==> config.mk <==
export PLATFORM = sky130hd
export DESIGN_NAME = cfg_addr_gen
export DESIGN_NICKNAME = d
export VERILOG_FILES = /design/src/rtl/cfg_addr_pkg.sv /design/src/rtl/cfg_addr_ctrl.sv /design/src/rtl/cfg_addr_dp.sv /design/src/rtl/cfg_addr_gen.sv
export SDC_FILE = /design/constraint.sdc
export NUM_CORES = 1
export LEC_CHECK = 0
export BUFFER_PORTS_ARGS = -buffer_cell sky130_fd_sc_hd__buf_2
export CORE_UTILIZATION = 54
export DETAILED_ROUTE_END_ITERATION = 10
export HOLD_SLACK_MARGIN = 0.05
export PLACE_DENSITY = 0.81
export SYNTH_ARGS = -nofsm -noshare
export SYNTH_HDL_FRONTEND = slang
export SYNTH_SLANG_ARGS = --single-unit
==> constraint.sdc <==
create_clock -name clk -period 0.8 [get_ports clk]
set_input_delay 0.12 -clock clk [delete_from_list [all_inputs] [get_ports clk]]
set_output_delay 0.12 -clock clk [all_outputs]
set_load 0.02 [all_outputs]
==> src/rtl/cfg_addr_pkg.sv <==
package cfg_addr_pkg;
  // strobes handed from control to datapath
  typedef struct packed {
    logic load;       // capture a new result
    logic typeOne;    // bus behind another bridge
    logic directSel;  // select bit lives in the address
    logic badSlot;    // type 0 slot beyond the map field
  } cfgStrobes_t;

  localparam logic [2:0] CYCLE_CODE_CFG = 3'b101;
endpackage

==> src/rtl/cfg_addr_ctrl.sv <==
module cfg_addr_ctrl
  import cfg_addr_pkg::*;
#(
  parameter int BUS_W         = 8,
  parameter int SLOT_W        = 5,
  parameter int MAP_W         = 16,
  parameter int MAP_SEL_SHIFT = 5,
  parameter int DIRECT_MAX    = 12
) (
  input  logic              clk,
  input  logic              rstN,
  input  logic              reqStrobe,
  input  logic [BUS_W-1:0]  busNum,
  input  logic [SLOT_W-1:0] slot,
  output cfgStrobes_t       strobes,
  output logic              cfgValid,
  output logic              cfgError
);
  // highest type 0 slot whose select bit still fits the map value
  localparam int MAP_SLOT_MAX = MAP_W - 1 + MAP_SEL_SHIFT;

  always_comb begin
    strobes.load      = reqStrobe;
    strobes.typeOne   = (busNum != '0);
    strobes.directSel = (int'(slot) <= DIRECT_MAX);
    strobes.badSlot   = !strobes.typeOne && (int'(slot) > MAP_SLOT_MAX);
  end

  always_ff @(posedge clk or negedge rstN) begin
    if (!rstN) begin
      cfgValid <= 1'b0;
      cfgError <= 1'b0;
    end else begin
      cfgValid <= reqStrobe && !strobes.badSlot;
      cfgError <= reqStrobe && strobes.badSlot;
    end
  end

  assert_one_outcome_R2: assert property (@(posedge clk) disable iff (!rstN)
    !(cfgValid && cfgError));

  assert_latency_R2: assert property (@(posedge clk) disable iff (!rstN)
    reqStrobe |=> (cfgValid || cfgError));

  assert_no_spurious_R2: assert property (@(posedge clk) disable iff (!rstN)
    !reqStrobe |=> !(cfgValid || cfgError));
endmodule

==> src/rtl/cfg_addr_dp.sv <==
module cfg_addr_dp
  import cfg_addr_pkg::*;
#(
  parameter int BUS_W         = 8,
  parameter int DEVFN_W       = 8,
  parameter int OFF_W         = 8,
  parameter int ADDR_W        = 24,
  parameter int MAP_W         = 16,
  parameter int ADDR_SEL_BASE = 11,
  parameter int MAP_SEL_SHIFT = 5
) (
  input  logic               clk,
  input  logic               rstN,
  input  cfgStrobes_t        strobes,
  input  logic [BUS_W-1:0]   busNum,
  input  logic [DEVFN_W-1:0] devFn,
  input  logic [OFF_W-1:0]   regOffset,
  output logic [ADDR_W-1:0]  cfgAddr,
  output logic [MAP_W-1:0]   mapValue
);
  localparam int FUNC_W   = 3;
  localparam int DEVFN_LSB = 8;
  localparam int BUS_LSB  = DEVFN_LSB + DEVFN_W;

  logic [ADDR_W-1:0] nextAddr;
  logic [MAP_W-1:0]  nextMap;
  logic [DEVFN_W-FUNC_W-1:0] slot;

  assign slot = devFn[DEVFN_W-1:FUNC_W];

  always_comb begin
    nextAddr = '0;
    nextMap  = '0;
    if (!strobes.badSlot) begin
      nextMap[3:1] = CYCLE_CODE_CFG;
      if (strobes.typeOne) begin
        nextMap[0] = 1'b1;
        nextAddr   = (ADDR_W'(busNum) << BUS_LSB) | (ADDR_W'(devFn) << DEVFN_LSB);
      end else begin
        nextAddr = ADDR_W'(devFn[FUNC_W-1:0]) << DEVFN_LSB;
        if (strobes.directSel)
          nextAddr = nextAddr | (ADDR_W'(1) << (int'(slot) + ADDR_SEL_BASE));
        else
          nextMap = nextMap | (MAP_W'(1) << (int'(slot) - MAP_SEL_SHIFT));
      end
      nextAddr = nextAddr + ADDR_W'(regOffset);
    end
  end

  always_ff @(posedge clk or negedge rstN) begin
    if (!rstN) begin
      cfgAddr  <= '0;
      mapValue <= '0;
    end else if (strobes.load) begin
      cfgAddr  <= nextAddr;
      mapValue <= nextMap;
    end
  end

  assert_hold_R2: assert property (@(posedge clk) disable iff (!rstN)
    !strobes.load |=> ($stable(cfgAddr) && $stable(mapValue)));

  assert_type_flag_R3: assert property (@(posedge clk) disable iff (!rstN)
    (strobes.load && !strobes.badSlot) |=> (mapValue[0] == (busNum != '0) || $changed(busNum)));
endmodule

==> src/rtl/cfg_addr_gen.sv <==
module cfg_addr_gen
  import cfg_addr_pkg::*;
#(
  parameter int BUS_W      = 8,
  parameter int DEVFN_W    = 8,
  parameter int OFF_W      = 8,
  parameter int ADDR_W     = 24,
  parameter int MAP_W      = 16,
  parameter int DIRECT_MAX = 12
) (
  input  logic               clk,
  input  logic               rstN,
  input  logic               reqStrobe,
  input  logic [BUS_W-1:0]   busNum,
  input  logic [DEVFN_W-1:0] devFn,
  input  logic [OFF_W-1:0]   regOffset,
  output logic [ADDR_W-1:0]  cfgAddr,
  output logic [MAP_W-1:0]   mapValue,
  output logic               cfgValid,
  output logic               cfgError
);
  localparam int SLOT_W        = DEVFN_W - 3;
  localparam int ADDR_SEL_BASE = 11;
  localparam int MAP_SEL_SHIFT = 5;
  localparam int MAP_SEL_LSB   = DIRECT_MAX + 1 - MAP_SEL_SHIFT;

  cfgStrobes_t strobes;

  cfg_addr_ctrl #(
    .BUS_W(BUS_W), .SLOT_W(SLOT_W), .MAP_W(MAP_W),
    .MAP_SEL_SHIFT(MAP_SEL_SHIFT), .DIRECT_MAX(DIRECT_MAX)
  ) i_ctrl (
    .clk(clk), .rstN(rstN), .reqStrobe(reqStrobe), .busNum(busNum),
    .slot(devFn[DEVFN_W-1:3]), .strobes(strobes),
    .cfgValid(cfgValid), .cfgError(cfgError)
  );

  cfg_addr_dp #(
    .BUS_W(BUS_W), .DEVFN_W(DEVFN_W), .OFF_W(OFF_W), .ADDR_W(ADDR_W),
    .MAP_W(MAP_W), .ADDR_SEL_BASE(ADDR_SEL_BASE), .MAP_SEL_SHIFT(MAP_SEL_SHIFT)
  ) i_dp (
    .clk(clk), .rstN(rstN), .strobes(strobes), .busNum(busNum),
    .devFn(devFn), .regOffset(regOffset),
    .cfgAddr(cfgAddr), .mapValue(mapValue)
  );

  assert_cycle_code_R4: assert property (@(posedge clk) disable iff (!rstN)
    cfgValid |-> (mapValue[3:1] == 3'b101));

  // exactly one device select across the two fields
  assert_single_select_R5: assert property (@(posedge clk) disable iff (!rstN)
    (cfgValid && !mapValue[0]) |->
      ($countones({cfgAddr[ADDR_W-1:ADDR_SEL_BASE], mapValue[MAP_W-1:MAP_SEL_LSB]}) == 1));

  assert_error_clears_R9: assert property (@(posedge clk) disable iff (!rstN)
    cfgError |-> (cfgAddr == '0 && mapValue == '0));
endmodule

==> results.txt, run 1 <==
status = aborted with a tool error
Fail Step = clock tree synthesis (4_1_cts)
error msg = [ERROR DPL-0033] detailed placement checks failed during check placement.
I/O pins = 69
dominant synthesized flop cell = dfrtp_1
root buf cell = clkbuf_8
Die Y = 73.3 um
register area share after synthesis = 0.374
IO buf count = 68
synthesis warning total = 0
dominant cells by area after synthesis = dfrtp_1 37%, ha_1 5.9%, o2bb2ai_1 4.5%
EDFF count, synth = 0
area share of the largest cell type after synthesis = 0.374
clk buf depth = 2
post-synth cell types = 61
Yosys reg bits = 41
largest area contributor in the netlist = dfrtp_1
Placer Congestion = 0.962
DP Wirelength = 5880 um
Starting Density = 0.569
ys async rst share = 1.00
Die X = 73.3 um
Place WS = -1940 ps
Post-Syn Area = 2740 um2
cell count after synthesis = 289
dpl cells = 482
Setup Buffers After CTS = 37
Core Rows = 25
Mapped Avg Cell Area = 9.49 um2
H-tree depth = 2
cts repair resizes = 154
# hold bufs at CTS = 1
CTS buffer count = 5
clock sinks = 41
Area after DPL = 3730 um2
metrics by stage:
| stage | hold WS [ps] | TNS, ps |
|---|---|---|
| after detailed placement | 109 | -55060 |
| after floorplan | -176 | -45330 |
| after global placement | 107 | -53520 |
cell usage after synthesis, types with 7 or more instances:
| master | number |
|---|---|
| dfrtp_1 | 41 |
| nand2_1 | 21 |
| nor2_1 | 16 |
| o2bb2ai_1 | 14 |
| ha_1 | 13 |
| inv_1 | 13 |
| a21oi_1 | 12 |
| o21ai_0 | 11 |
| clkbuf_1 | 10 |
| nand3_1 | 9 |
| xnor2_1 | 9 |
| a211oi_1 | 7 |
| a22o_1 | 7 |
| nand2b_1 | 7 |
kinds of logic after synthesis:
group                      after synthesis  synth area share
buffers and inverters                   28            0.0411
xor gates and xnor gates                13            0.0415
AOI/OAI and AO/OA                       86             0.235
other                                    2           0.00274
and+or+nand+nor                         99             0.215
adders and majority gates               14            0.0666
DFF                                     41             0.374
muxes                                    6            0.0246
==> inputs of run 2 (changes only) <==
--- a/config.mk
+++ b/config.mk
@@ -6,10 +6,9 @@
 export NUM_CORES = 1
 export LEC_CHECK = 0
 export BUFFER_PORTS_ARGS = -buffer_cell sky130_fd_sc_hd__buf_2
-export CORE_UTILIZATION = 54
+export CORE_UTILIZATION = 40
 export DETAILED_ROUTE_END_ITERATION = 10
-export HOLD_SLACK_MARGIN = 0.05
-export PLACE_DENSITY = 0.81
+export PLACE_DENSITY_LB_ADDON = 0.15
 export SYNTH_ARGS = -nofsm -noshare
 export SYNTH_HDL_FRONTEND = slang
 export SYNTH_SLANG_ARGS = --single-unit
==> run 2 against run 1 <==
  * The flow now finishes, with violations (design-rule violations, negative setup slack)
  * Synthesized cell count is the same
  * Synthesized area is the same
==> results.txt, run 2 <==
DR vias/cell = 5.60
ys async rst share = 1.00
Crit path buffers/inverters = 1
dominant synthesized flop cell = dfrtp_1
final hold violation count = 0
I/O pins = 69
Slew Limit Fails = 0
Max-Cap Viols = 0
Power Density = 1230 nW/um2
worst slew pin tran = 558 ps
Post-Syn Area = 2740 um2
Final #Nets = 511
first-pass GRT wire length = 15,500 um
compound-gate portion of the synthesized area = 0.235
dominant cells by area after synthesis = dfrtp_1 37%, ha_1 5.9%, o2bb2ai_1 4.5%
worst-path fanout max = 4
layout cells sized above 1 = 0.569
Clock Power Share = 0.299
Critical Path RT = 990 ps
WS Path Type = input port to flop
delay-heaviest family, CP = simple AND/OR/NAND/NOR gates
Post-synth top cells = 41 x dfrtp_1, 21 x nand2_1, 16 x nor2_1
Sw Share = 0.308
Die Y = 84.8 um
Crit path arrival time = 2560 ps
Gate power share = 0.326
CP Cell Sequence = buf_8 -> nor4_4 -> nand2_2 -> nor4_4 -> and2_4 -> ha_4 -> a211o_1 -> a21oi_4 -> a211oi_2 -> and3_1 -> xnor2_1 -> mux2_2
CTS buffer count = 5
Largest regs = i_dp.cfgAddr: 24 flops, i_dp.mapValue: 15 flops
initial drt markers = 181
GRT overflow = 0
Pint = 4.26 mW
IO buf count = 68
main combinational cell family by area after synthesis = compound AO/OA/AOI/OAI gates
EDFF count, synth = 0
Critical Path Start Type = input port
Largest Register = i_dp.cfgAddr
Clock Skew = 0 ps
post-synthesis mux area share = 0.0246
worst vdd ir = 0.825 mV
Total Power = 6.16 mW
Yosys reg bits = 41
Mapped Avg Cell Area = 9.49 um2
clk buf depth = 2
Placer Congestion = 0.917
clock sinks = 41
RSZ-0062 raised after global routing = true
most common cell after layout, fill and taps aside = buf_4
DR pass1 iterations = 7
Core Region = 6490 um2
most frequent cell after synthesis = dfrtp_1
Die Footprint = 7190 um2
status = finished, violations left
synthesis warning total = 0
drc violations = 3
Post-Synth Simple-Gate Area = 0.215
WL/cell = 17.9 um
DP Wirelength = 6290 um
# setup viols final = 82
final wirelength = 9820 um
post-route setup slack = -1560 ps
Static Leak = 2.28 nW
largest area contributor in the netlist = dfrtp_1
Worst path max stage delay = 330 ps
largest net degree at the start of global routing = 42
Filler Cells Inserted = 422
H-tree depth = 2
Reg clk slew, reported paths = 90 ps
TNS Setup = -46,540 ps
minimum clock period = 2360 ps
Max transition margin = 0.623
CTS tree = done
register area share after synthesis = 0.374
synth-to-layout area growth = 82.7%
cell count after synthesis = 289
sequential power share = 0.375
worst skew pair latency = 300 ps
violated checks = design-rule violations, negative setup slack
max FFs per register = 24
Net Sw Power = 1.90 mW
most repeated library cell on the critical path = nor4_4
post-synth cell types = 61
Die X = 84.8 um
Hold Path Class = input port to flop
root buf cell = clkbuf_8
number of diodes = 0
area share of the largest cell type after synthesis = 0.374
initial antenna violation count = 0
GRT Util Overall = 0.275
Post-DRT Antenna Nets = 0
Worst setup EP type = flop
Vias = 3,069
most frequent cells in the layout = 100 x buf_4, 59 x buf_6, 41 x dfrtp_1
Core Rows = 29
crit share post-route = 2.95
maximum operating frequency = 423 MHz
post-synthesis adder-cell area fraction = 0.0666
vias in the first global route = 3,105
Starting Density = 0.422
Slowest cell on crit path = a211o_1
xor-xnor portion of the synthesized cell area = 0.0415
-- run 2: layout make-up --
cell class	count	area, um2	share of cell area
Timing Repair inverter	1	11.3	0.00225
Timing Repair Buffer	185	1620	0.322
Inverter	13	63.8	0.0127
Multi-Input combinational cell	223	2080	0.415
Tap cell	77	96.3	0.0192
Sequential cell	41	1030	0.205
Clock buffer	6	82.6	0.0165
Clock inverter	2	37.5	0.00749
-- run 2: power groups by stage --
stage	combinational, mW	clock, mW	sequential [mW]
after floorplan	0.585	0	2.49
after global placement	1.39	0	2.32
after detailed placement	1.40	0	2.32
after CTS	1.86	1.86	2.31
after global routing	2.15	1.95	2.32
final	2.01	1.84	2.31
-- run 2: worst reg2reg max path, cell delays in order (launching register included) --
cell	delay, ps
dfrtp_1	400
buf_4	130
mux2_4	260
-- run 2: metrics by stage --
stage / hold slack, ps / area, um2 / worst slack, ps / util / std cells
floorplan: -176 / 2850 / -1910 / - / 292
global placement: 113 / 3780 / -1860 / 0.582 / 497
detailed placement: 115 / 3780 / -1950 / 0.582 / 497
CTS: 175 / 4850 / -1530 / 0.747 / 546
global route: 204 / 5010 / -1670 / 0.771 / 548
finish: 177 / 5010 / -1560 / 0.771 / 548
-- run 2: routing by layer --
| metal | track usage | wire length, um | vias up | part of all wire |
|---|---|---|---|---|
| met4 | 0.0724 | 80 | 0 | 0.0081 |
| met5 | 0 | 0 | - | 0 |
| met1 | 0.352 | 4200 | 1514 | 0.43 |
| met3 | 0.0305 | 420 | 10 | 0.043 |
| li1 | - | - | 1440 | - |
| met2 | 0.493 | 5120 | 105 | 0.52 |
-- run 2: path summary, 6_finish.rpt --
path                                            endpoint                          start  cells after the start  slack, ps
max                         i_dp.cfgAddr[18]$_DFFE_PN0P_                      busNum[4]                     12      -1560
min                          i_dp.cfgAddr[0]$_DFFE_PN0P_                   regOffset[0]                      3        180
max reg2reg                 i_dp.cfgAddr[17]$_DFFE_PN0P_   i_dp.cfgAddr[17]$_DFFE_PN0P_                      2       -100
min reg2reg                i_dp.mapValue[11]$_DFFE_PN0P_  i_dp.mapValue[11]$_DFFE_PN0P_                      1        520
max in group asynchronous   i_dp.cfgAddr[13]$_DFFE_PN0P_                           rstN                      3        290
min in group asynchronous   i_dp.mapValue[5]$_DFFE_PN0P_                           rstN                      3        320
-- run 2: logic make-up (layout without fill, tap and decap cells) --
group,count (synthesis),in the layout
other,2,5
AOI/OAI and AO/OA,86,86
adders and majority gates,14,14
and+or+nand+nor,99,99
buffers and inverters,28,207
DFF,41,41
xor gates and xnor gates,13,13
muxes,6,6
-- run 2: what timing repair did --
action                                 in CTS  in global routing
hold buffers                                1                  0
setup endpoints to repair                  82                 82
endpoints found under the hold margin      41                  0
buffers inserted                           41                 13
pin swaps                                  35                 17
gates cloned                                1                  0
gates resized for setup                   167                 33
Note: power is estimated with default switching activity, not from simulation.
==> inputs of run 3 (changes only) <==
==> constraint.sdc (replaced) <==
create_clock -name clk -period 2.4 [get_ports clk]
set_input_delay 0.36 -clock clk [delete_from_list [all_inputs] [get_ports clk]]
set_output_delay 0.36 -clock clk [all_outputs]
set_load 0.02 [all_outputs]
==> run 3 against run 2 <==
  * The flow still finishes with violations (design-rule violations, negative setup slack)
  * Global-route usage shrank 4.3 points
  * Critical path type unchanged
  * Combinational power shrank 77%
  * Non-clock buffer count shrank 52
  * Core utilization shrank 16 points
  * Largest power group unchanged
  * Final cell count shrank 9.7%
  * Sequential cell count is the same
  * Sequential share of layout area grew 5.4 points
==> results.txt, run 3 (same netlist as run 2, synthesis figures left out) <==
CTS tree = done
IO buf count = 68
Final #Nets = 458
Max-Cap Viols = 0
layout cells sized above 1 = 0.431
GRT Util Overall = 0.232
initial antenna violation count = 0
Reg clk slew, reported paths = 80 ps
sequential power share = 0.415
DP Wirelength = 5850 um
largest net degree at the start of global routing = 42
WS Path Type = input port to flop
Place WS = -558 ps
first-pass GRT wire length = 12,900 um
Multi-input gate area = 1820 um2
Die Y = 84.8 um
Worst setup EP type = flop
Clock Skew = 0 ps
most common cell after layout, fill and taps aside = buf_2
Filler Cells Inserted = 589
GRT overflow = 0
final wirelength = 8030 um
Power Density = 461 nW/um2
Pint = 1.28 mW
Starting Density = 0.422
Largest Register = i_dp.cfgAddr
vias in the first global route = 2,562
Die Footprint = 7190 um2
FF+latch area = 1030 um2
violated checks = design-rule violations, negative setup slack
crit share post-route = 1.05
post-route setup slack = -114 ps
Max transition margin = 0.387
Sw Share = 0.302
Hold Path Class = input port to asynchronous set/reset pin
Min Hold Slack = 185 ps
Crit path arrival time = 2710 ps
drc violations = 4
DR pass1 iterations = 7
DR vias/cell = 5.52
Net Sw Power = 0.552 mW
CTS buffer count = 5
Clock Power Share = 0.328
clk buf depth = 2
initial drt markers = 100
Gate power share = 0.257
root buf cell = clkbuf_8
Slew Limit Fails = 0
I/O pins = 69
worst slew pin tran = 920 ps
worst vdd ir = 0.235 mV
synth-to-layout area growth = 44.4%
worst skew pair latency = 300 ps
Static Leak = 1.86 nW
Placer Congestion = 0.926
Critical Path RT = 2590 ps
Post-DRT Antenna Nets = 0
RSZ-0062 raised after global routing = true
clock sinks = 41
minimum clock period = 2510 ps
# hold bufs at CTS = 0
max FFs per register = 24
H-tree depth = 2
Critical Path Start Type = input port
maximum operating frequency = 398 MHz
Core Region = 6490 um2
Largest regs = i_dp.cfgAddr: 24 flops, i_dp.mapValue: 15 flops
final hold violation count = 0
Vias = 2,730
number of diodes = 0
Die X = 84.8 um
status = finished, violations left
Core Rows = 29
# setup viols final = 12
most frequent cells in the layout = 65 x buf_2, 63 x buf_4, 41 x dfrtp_1
worst-path fanout max = 4
WL/cell = 16.2 um
## run 3: cell types whose count changed in the layout (fill, tap and decap cells not counted), moves of 3 or more
cell       change
buf_6         -54
nand3_1        +3
o2bb2ai_1     +10
o2bb2ai_2      -8
nand3_2        -3
buf_12         -3
ha_4           -3
buf_2         +45
buf_4         -37
## run 3: repair_timing
action | CTS | global route
buffers inserted | 2 | 2
resized for setup | 24 | 8
pin swaps | 9 | 10
endpoints found under the setup margin | 15 | 15
## run 3: worst paths after layout
path                            cells after the start  slack (ps)                     startpoint                             to
max in group asynchronous                           1        1640                           rstN   i_dp.mapValue[8]$_DFFE_PN0P_
worst min-delay path                                1         180                           rstN    i_dp.cfgAddr[4]$_DFFE_PN0P_
worst max-delay path                               12        -110                      busNum[3]   i_dp.cfgAddr[12]$_DFFE_PN0P_
min in group clk                                    3         400                   regOffset[0]    i_dp.cfgAddr[0]$_DFFE_PN0P_
worst max register to register                      1        1620   i_dp.cfgAddr[18]$_DFFE_PN0P_   i_dp.cfgAddr[18]$_DFFE_PN0P_
worst min register to register                      1         480  i_dp.mapValue[11]$_DFFE_PN0P_  i_dp.mapValue[11]$_DFFE_PN0P_
## run 3: metrics by stage
step                      total power [mW]  cells  utilization  area [um2]  TNS (ps)
after floorplan                       1.02    292            -        2820     -6410
after detailed placement              1.21    483        0.559        3630     -7480
after global placement                1.21    483        0.559        3630     -6530
after global routing                  1.92    495        0.610        3960     -2550
final                                 1.83    495        0.610        3960      -856
after CTS                             1.83    493        0.600        3890      -835
## run 3: layout make-up
cell class | count | area share
inverters | 13 | 0.0123
multi-input cells | 223 | 0.459
repair buffers | 133 | 0.216
well taps | 77 | 0.0243
clock inverters | 1 | 0.00759
flip-flops and latches | 41 | 0.259
clock buffers | 7 | 0.0218
## run 3: per-layer routing
metal | wire, um | share of wire | track usage | vias to the layer above
met5 | 0 | 0 | 0 | -
met4 | 88 | 0.011 | 0.0786 | 0
met3 | 461 | 0.057 | 0.0393 | 9
met2 | 3770 | 0.47 | 0.362 | 82
met1 | 3710 | 0.46 | 0.326 | 1303
li1 | - | - | - | 1336
## run 3: power groups by stage
stage	clock network, mW	registers [mW]	logic, mW
2_1_floorplan	0	0.829	0.192
6_report	0.598	0.758	0.470
5_1_grt	0.640	0.764	0.512
4_1_cts	0.609	0.759	0.459
3_3_place_gp	0	0.771	0.438
3_5_place_dp	0	0.773	0.440
## run 3: worst max-delay path: stages
cell	delay (ps)
buf_6	100
nor4_4	300
nand2_2	130
nor4_4	190
and2_4	200
ha_4	190
a211o_1	340
a21oi_4	230
a211o_4	220
a211oi_2	60
xnor2_1	130
mux2_4	260
